**src/rtl/lkseq_pkg.sv**
```systemverilog
// Package: shared types and constants for the lock key sequencer.
// Assumes a single lock register with the key bit directly above the
// selection field.
package lkseq_pkg;

    // Progress through the three-write key.
    typedef enum logic [1:0] {
        SQ_IDLE   = 2'd0,   // waiting for first key=1 write
        SQ_ARMED  = 2'd1,   // saw key=1, expecting key=0 same bits
        SQ_PRIMED = 2'd2,   // saw key=1,0, expecting key=1 same bits
        SQ_LOCKED = 2'd3    // mask frozen until reset
    } seq_state_e;

endpackage

```
**src/rtl/lkseq_fsm.sv**
```systemverilog
// Module: lkseq_fsm
// Tracks the write-1 / write-0 / write-1 key on the key bit and keeps the
// selection register. Assumes at most one write per cycle; once locked,
// all writes are dropped until reset.
module lkseq_fsm
    import lkseq_pkg::*;
#(
    parameter int PIN_W = 16
) (
    input  logic             clk,
    input  logic             rst_n,
    input  logic             wr_en,
    input  logic             wr_key,
    input  logic [PIN_W-1:0] wr_sel,
    output logic             active,
    output logic [PIN_W-1:0] sel_q,
    output logic [PIN_W-1:0] lock_mask
);

    seq_state_e       state_q, state_d;
    logic [PIN_W-1:0] ref_q, ref_d;
    logic             same_sel;

    assign same_sel = (wr_sel == ref_q);

    // Next-state decision for the key sequence.
    always_comb begin
        state_d = state_q;
        ref_d   = ref_q;
        unique case (state_q)
            SQ_IDLE: begin
                if (wr_en && wr_key) begin
                    state_d = SQ_ARMED;
                    ref_d   = wr_sel;
                end
            end
            SQ_ARMED: begin
                if (wr_en) begin
                    state_d = (!wr_key && same_sel) ? SQ_PRIMED : SQ_IDLE;
                end
            end
            SQ_PRIMED: begin
                if (wr_en) begin
                    state_d = (wr_key && same_sel) ? SQ_LOCKED : SQ_IDLE;
                end
            end
            SQ_LOCKED: state_d = SQ_LOCKED;
            default:   state_d = SQ_IDLE;
        endcase
    end

    // Sequence state and reference selection registers.
    always_ff @(posedge clk) begin
        if (!rst_n) begin
            state_q <= SQ_IDLE;
            ref_q   <= '0;
        end else begin
            state_q <= state_d;
            ref_q   <= ref_d;
        end
    end

    // Selection register: ordinary storage until the lock engages.
    always_ff @(posedge clk) begin
        if (!rst_n) begin
            sel_q <= '0;
        end else if (wr_en && (state_q != SQ_LOCKED)) begin
            sel_q <= wr_sel;
        end
    end

    assign active    = (state_q == SQ_LOCKED);
    assign lock_mask = active ? sel_q : '0;

endmodule

```
**src/rtl/lkseq_readback.sv**
```systemverilog
// Module: lkseq_readback
// Builds registered read data for the lock register. Assumes the key bit
// sits at position PIN_W; reports key 1 only from the second read after
// the lock engaged.
module lkseq_readback #(
    parameter int PIN_W  = 16,
    parameter int DATA_W = 32
) (
    input  logic              clk,
    input  logic              rst_n,
    input  logic              rd_en,
    input  logic              active,
    input  logic [PIN_W-1:0]  sel_q,
    output logic [DATA_W-1:0] rdata
);

    localparam int KEY_POS = PIN_W;

    logic              seen_q;
    logic [DATA_W-1:0] word;

    // Compose the word presented for this read.
    always_comb begin
        word              = '0;
        word[PIN_W-1:0]   = sel_q;
        word[KEY_POS]     = active && seen_q;
    end

    // Remember the first read after engagement.
    always_ff @(posedge clk) begin
        if (!rst_n) begin
            seen_q <= 1'b0;
        end else if (rd_en && active) begin
            seen_q <= 1'b1;
        end
    end

    // Capture read data on each read strobe.
    always_ff @(posedge clk) begin
        if (!rst_n) begin
            rdata <= '0;
        end else if (rd_en) begin
            rdata <= word;
        end
    end

endmodule

```
**src/rtl/lkseq_gate.sv**
```systemverilog
// Module: lkseq_gate
// Per-pin gating of port write requests. Mode configuration requests are
// blocked for locked pins; output level requests always pass.
module lkseq_gate #(
    parameter int PIN_W = 16
) (
    input  logic [PIN_W-1:0] lock_mask,
    input  logic [PIN_W-1:0] cfg_req,
    output logic [PIN_W-1:0] cfg_grant,
    input  logic [PIN_W-1:0] out_req,
    output logic [PIN_W-1:0] out_grant
);

    for (genvar i = 0; i < PIN_W; i++) begin : g_pin
        assign cfg_grant[i] = cfg_req[i] & ~lock_mask[i];
        assign out_grant[i] = out_req[i];
    end

endmodule

```
**src/rtl/lkseq_top.sv**
```systemverilog
// Module: lkseq_top
// Lock key sequencer for one I/O port. Assumes the bus presents at most
// one write and one read strobe per cycle to the lock register; upper
// write bits above the key are ignored.
module lkseq_top #(
    parameter int PIN_W  = 16,
    parameter int DATA_W = 32
) (
    input  logic              clk,
    input  logic              rst_n,
    input  logic              wr_en,
    input  logic              rd_en,
    input  logic [DATA_W-1:0] wdata,
    output logic [DATA_W-1:0] rdata,
    output logic [PIN_W-1:0]  lock_mask,
    output logic              lock_active,
    input  logic [PIN_W-1:0]  cfg_req,
    output logic [PIN_W-1:0]  cfg_grant,
    input  logic [PIN_W-1:0]  out_req,
    output logic [PIN_W-1:0]  out_grant
);

    localparam int KEY_POS = PIN_W;

    logic [PIN_W-1:0] sel_q;
    logic             unused_wdata_hi;

    assign unused_wdata_hi = ^wdata[DATA_W-1:KEY_POS+1];

    lkseq_fsm #(.PIN_W(PIN_W)) u_fsm (
        .clk       (clk),
        .rst_n     (rst_n),
        .wr_en     (wr_en),
        .wr_key    (wdata[KEY_POS]),
        .wr_sel    (wdata[PIN_W-1:0]),
        .active    (lock_active),
        .sel_q     (sel_q),
        .lock_mask (lock_mask)
    );

    lkseq_readback #(.PIN_W(PIN_W), .DATA_W(DATA_W)) u_rd (
        .clk    (clk),
        .rst_n  (rst_n),
        .rd_en  (rd_en),
        .active (lock_active),
        .sel_q  (sel_q),
        .rdata  (rdata)
    );

    lkseq_gate #(.PIN_W(PIN_W)) u_gate (
        .lock_mask (lock_mask),
        .cfg_req   (cfg_req),
        .cfg_grant (cfg_grant),
        .out_req   (out_req),
        .out_grant (out_grant)
    );

endmodule

```
**config.mk**
```make
export PLATFORM = sky130hd
export DESIGN_NAME = lkseq_top
export DESIGN_NICKNAME = d
export VERILOG_FILES = /design/src/rtl/lkseq_pkg.sv /design/src/rtl/lkseq_fsm.sv /design/src/rtl/lkseq_readback.sv /design/src/rtl/lkseq_gate.sv /design/src/rtl/lkseq_top.sv
export SDC_FILE = /design/constraint.sdc
export NUM_CORES = 1
export LEC_CHECK = 0
export ABC_CLOCK_PERIOD_IN_PS = 1700
export BUFFER_PORTS_ARGS = -buffer_cell sky130_fd_sc_hd__buf_2
export CORE_AREA = 2 2 81 83
export DETAILED_ROUTE_END_ITERATION = 8
export DIE_AREA = 0 0 83 85
export HOLD_SLACK_MARGIN = 0.08
export MAX_ROUTING_LAYER = met4
export PLACE_DENSITY_LB_ADDON = 0.25
export SYNTH_ARGS = -nofsm -noshare
export SYNTH_HDL_FRONTEND = slang
export SYNTH_SLANG_ARGS = --single-unit
```
**constraint.sdc**
```tcl
create_clock -name clk -period 1.7 [get_ports clk]
set_input_delay 0.255 -clock clk [delete_from_list [all_inputs] [get_ports clk]]
set_output_delay 0.255 -clock clk [all_outputs]
set_load 0.05 [all_outputs]
```
==> reports/metrics.yaml <==
worst_setup_path:
  crit_fanout: 13
  endpoint_kind: "output pin"
  cp.arrival_ns: 1.37
  startpoint_type: "flip-flop"
  cp_data_required_time_ns: 1.44
  criticalPathCategory: "flip-flop to output pin"
cts:
  cts_tree: "yes"
  post_cts_buffers: 0
  cts_sinks: 52
  cts-root-buf: "clkbuf_8"
  hold_buffers: 0
  cts_buffers: 5
  clkLatencyLatePin_ns: 0.30
  cts-htree-levels: 2
  cts_max_path_buffers: 2
  clk_pin_slew_ns: 0.09
routing:
  drt-met1-wl_um: 2530
  wl_um: 5540
  wl_met3_um: 308
  drcViolationCount: 0
  drt_iter0_markers: 82
  route.met2.wl_um: 2630
  ant_nets: 0
  highest_layer: "met4"
  avgViaCountPerCell: 4.63
  wl_per_cell_um: 12.3
  first_pass_iters: 4
  routed-via-count: 2090
synthesis:
  yosysWarnings: 0
  syn_inst: 304
  syn_area_um2: 2650
  ys_ff_latch: 52
  ys_types: 26
  synth-async-reset-ratio_pct: 0
  synth_edf_count: 0
  synthFlopType: "dfxtp_1"
  seq_area_frac_synth_pct: 39.2
  syn_area_per_cell_um2: 8.73
power:
  power_density_nw_per_um2: 805
  pwr-share-seq_pct: 50.9
  finalPower_mw: 2.58
  combPwrFrac_pct: 21.2
  power_switching_uw: 788
  clkPwrFrac_pct: 27.9
  switching_share_pct: 30.5
  p_int_mw: 1.80
  leakagePower_nw: 1.57
  max-vdd-ir-drop_v: 0.000381
outcome:
  status: "complete, no violations"
run:
  max-cap-violations: 0
placed_design:
  dp_slack_ns: 0.187
  hpwl_um: 4340
  gp_congestion: 0.795
  portBuffers: 86
  placed_area_um2: 3070
  dp_cells: 443
global_routing:
  grt_pass1_vias: 1948
  grt_pass1_wl_um: 9210
  gr-total-overflow: 0
  antenna_found_initial: 0
  grt_max_degree: 36
  grt.total_usage_pct: 16.4
floorplanning:
  core.rowCount: 29
  boundaryPins: 149
  die_h_um: 85
  start_util_pct: 42.8
  fp.dieW_um: 83
  core_um2: 6200
  fp.dieArea_um2: 7060
sta:
  relSlewSlack_pct: 64.3
  fmax_mhz: 614
  fin_crit_sh_pct: 95.8
  setup_violations: 0
  fin_tns_setup_ns: 0
  holdWs_ns: 0.220
  skew_ns: 0.00466
  period_minus_slack_ns: 1.63
  hold_violations: 0
  drv_slew: 0
  rsz0062_at_grt: "false"
  tightest_slew_ns: 0.536
  final.setup.worst_slack_ns: 0.0709
min_path:
  hold_path_class: "input pin to flip-flop"
layout:
  drive_above_1_share_pct: 35.8
  area.growth.synth_to_final_pct: 21.0
  fin_cells: 451
  nets: 441
  fin_util_pct: 51.7
  insertedDiodeCount: 0
  postLayoutCellArea_um2: 3210
==> repair_timing <==
item	in CTS	in global routing
endpoints found under the hold margin	0	0
gates resized for setup	3	18
endpoints found under the setup margin	24	24
==> cell usage in the layout (no fill, tap or decap), drive strengths merged <==
cell type	count
buf	84
nand2	66
dfxtp	52
nor2b	34
a21boi	33
clkbuf	20
and3	17
xor2	16
mux2i	16
conb	15
nor4	4
a31oi	3
nand2b	2
nand3	2
a21oi	2
and2	1
nand4	1
or3	1
or2b	1
inv	1
o211ai	1
and2b	1
clkinvlp	1
==> power groups by stage <==
stage / clock network (mW) / logic [mW] / registers, mW
after detailed placement: 0 / 0.543 / 1.34
after global placement: 0 / 0.537 / 1.34
after floorplan: 0 / 0.499 / 1.37
final: 0.721 / 0.547 / 1.32
after CTS: 0.750 / 0.543 / 1.32
after global routing: 0.805 / 0.590 / 1.32
==> cell families after synthesis <==
group,Yosys count,synth area share (%)
xor+xnor,16,5.28
simple gates,130,24.6
mux,16,6.03
other cells,1,0.141
flops,52,39.2
buf+inv,50,12.6
compound gates,39,12.1
==> layer usage <==
| layer | track usage (%) | up-vias |
|---|---|---|
| met2 | 26.7 | 62 |
| met5 | - | - |
| met1 | 20.0 | 927 |
| met3 | 4.09 | 13 |
| met4 | 5.37 | 0 |
| li1 | - | 1088 |
==> layout make-up <==
type                       instances  area, um^2
multi-input combinational        216        1410
tap                               77        96.3
timing repair buffer              97         566
clock buffer                       7        86.3
fill                             608        2990
inverter                           1        3.75
clock inverter                     1        7.51
sequential                        52        1050
==> worst paths after layout <==
check	start	slack, ns	to	cells past startpoint
worst min-delay path	wdata[14]	0.22	u_fsm.sel_q[14]$_SDFFE_PN0P_	3
worst max-delay path	u_fsm.state_q[1]$_SDFFE_PN0P_	0.07	cfg_grant[6]	4
worst max register to register	u_fsm.state_q[0]$_SDFFE_PN0P_	0.33	u_fsm.ref_q[1]$_SDFFE_PN0P_	5
worst min register to register	u_fsm.sel_q[0]$_SDFFE_PN0P_	0.47	u_fsm.sel_q[0]$_SDFFE_PN0P_	2
==> cell usage after synthesis (2+ instances only) <==
library cell	number	share of area, %
nand2_1	66	9.3
dfxtp_1	52	39
buf_4	36	10
nor2b_1	34	8.0
and3_1	17	4.0
mux2i_1	16	6.0
xor2_1	16	5.3
a21boi_0	13	3.7
a21boi_1	10	2.8
a21boi_2	10	4.2
clkbuf_1	8	1.1
buf_2	4	0.75
nor4_1	4	0.94
a31oi_1	3	0.71
a21oi_1	2	0.38
nand2b_1	2	0.47
nand3_1	2	0.38
==> flip-flops by register name, indices dropped and copies added (netlist names) <==
name,cells
u_rd.rdata,17
u_fsm.sel_q,16
u_fsm.ref_q,16
u_fsm.state_q,2
u_rd.seen_q,1
==> worst max-delay path, stage by stage (launching register included) <==
cell	delay, ns
dfxtp_2	0.38
buf_12	0.15
and3_1	0.22
nor2b_4	0.10
clkbuf_4	0.22
(Power assumes the default switching activity.)
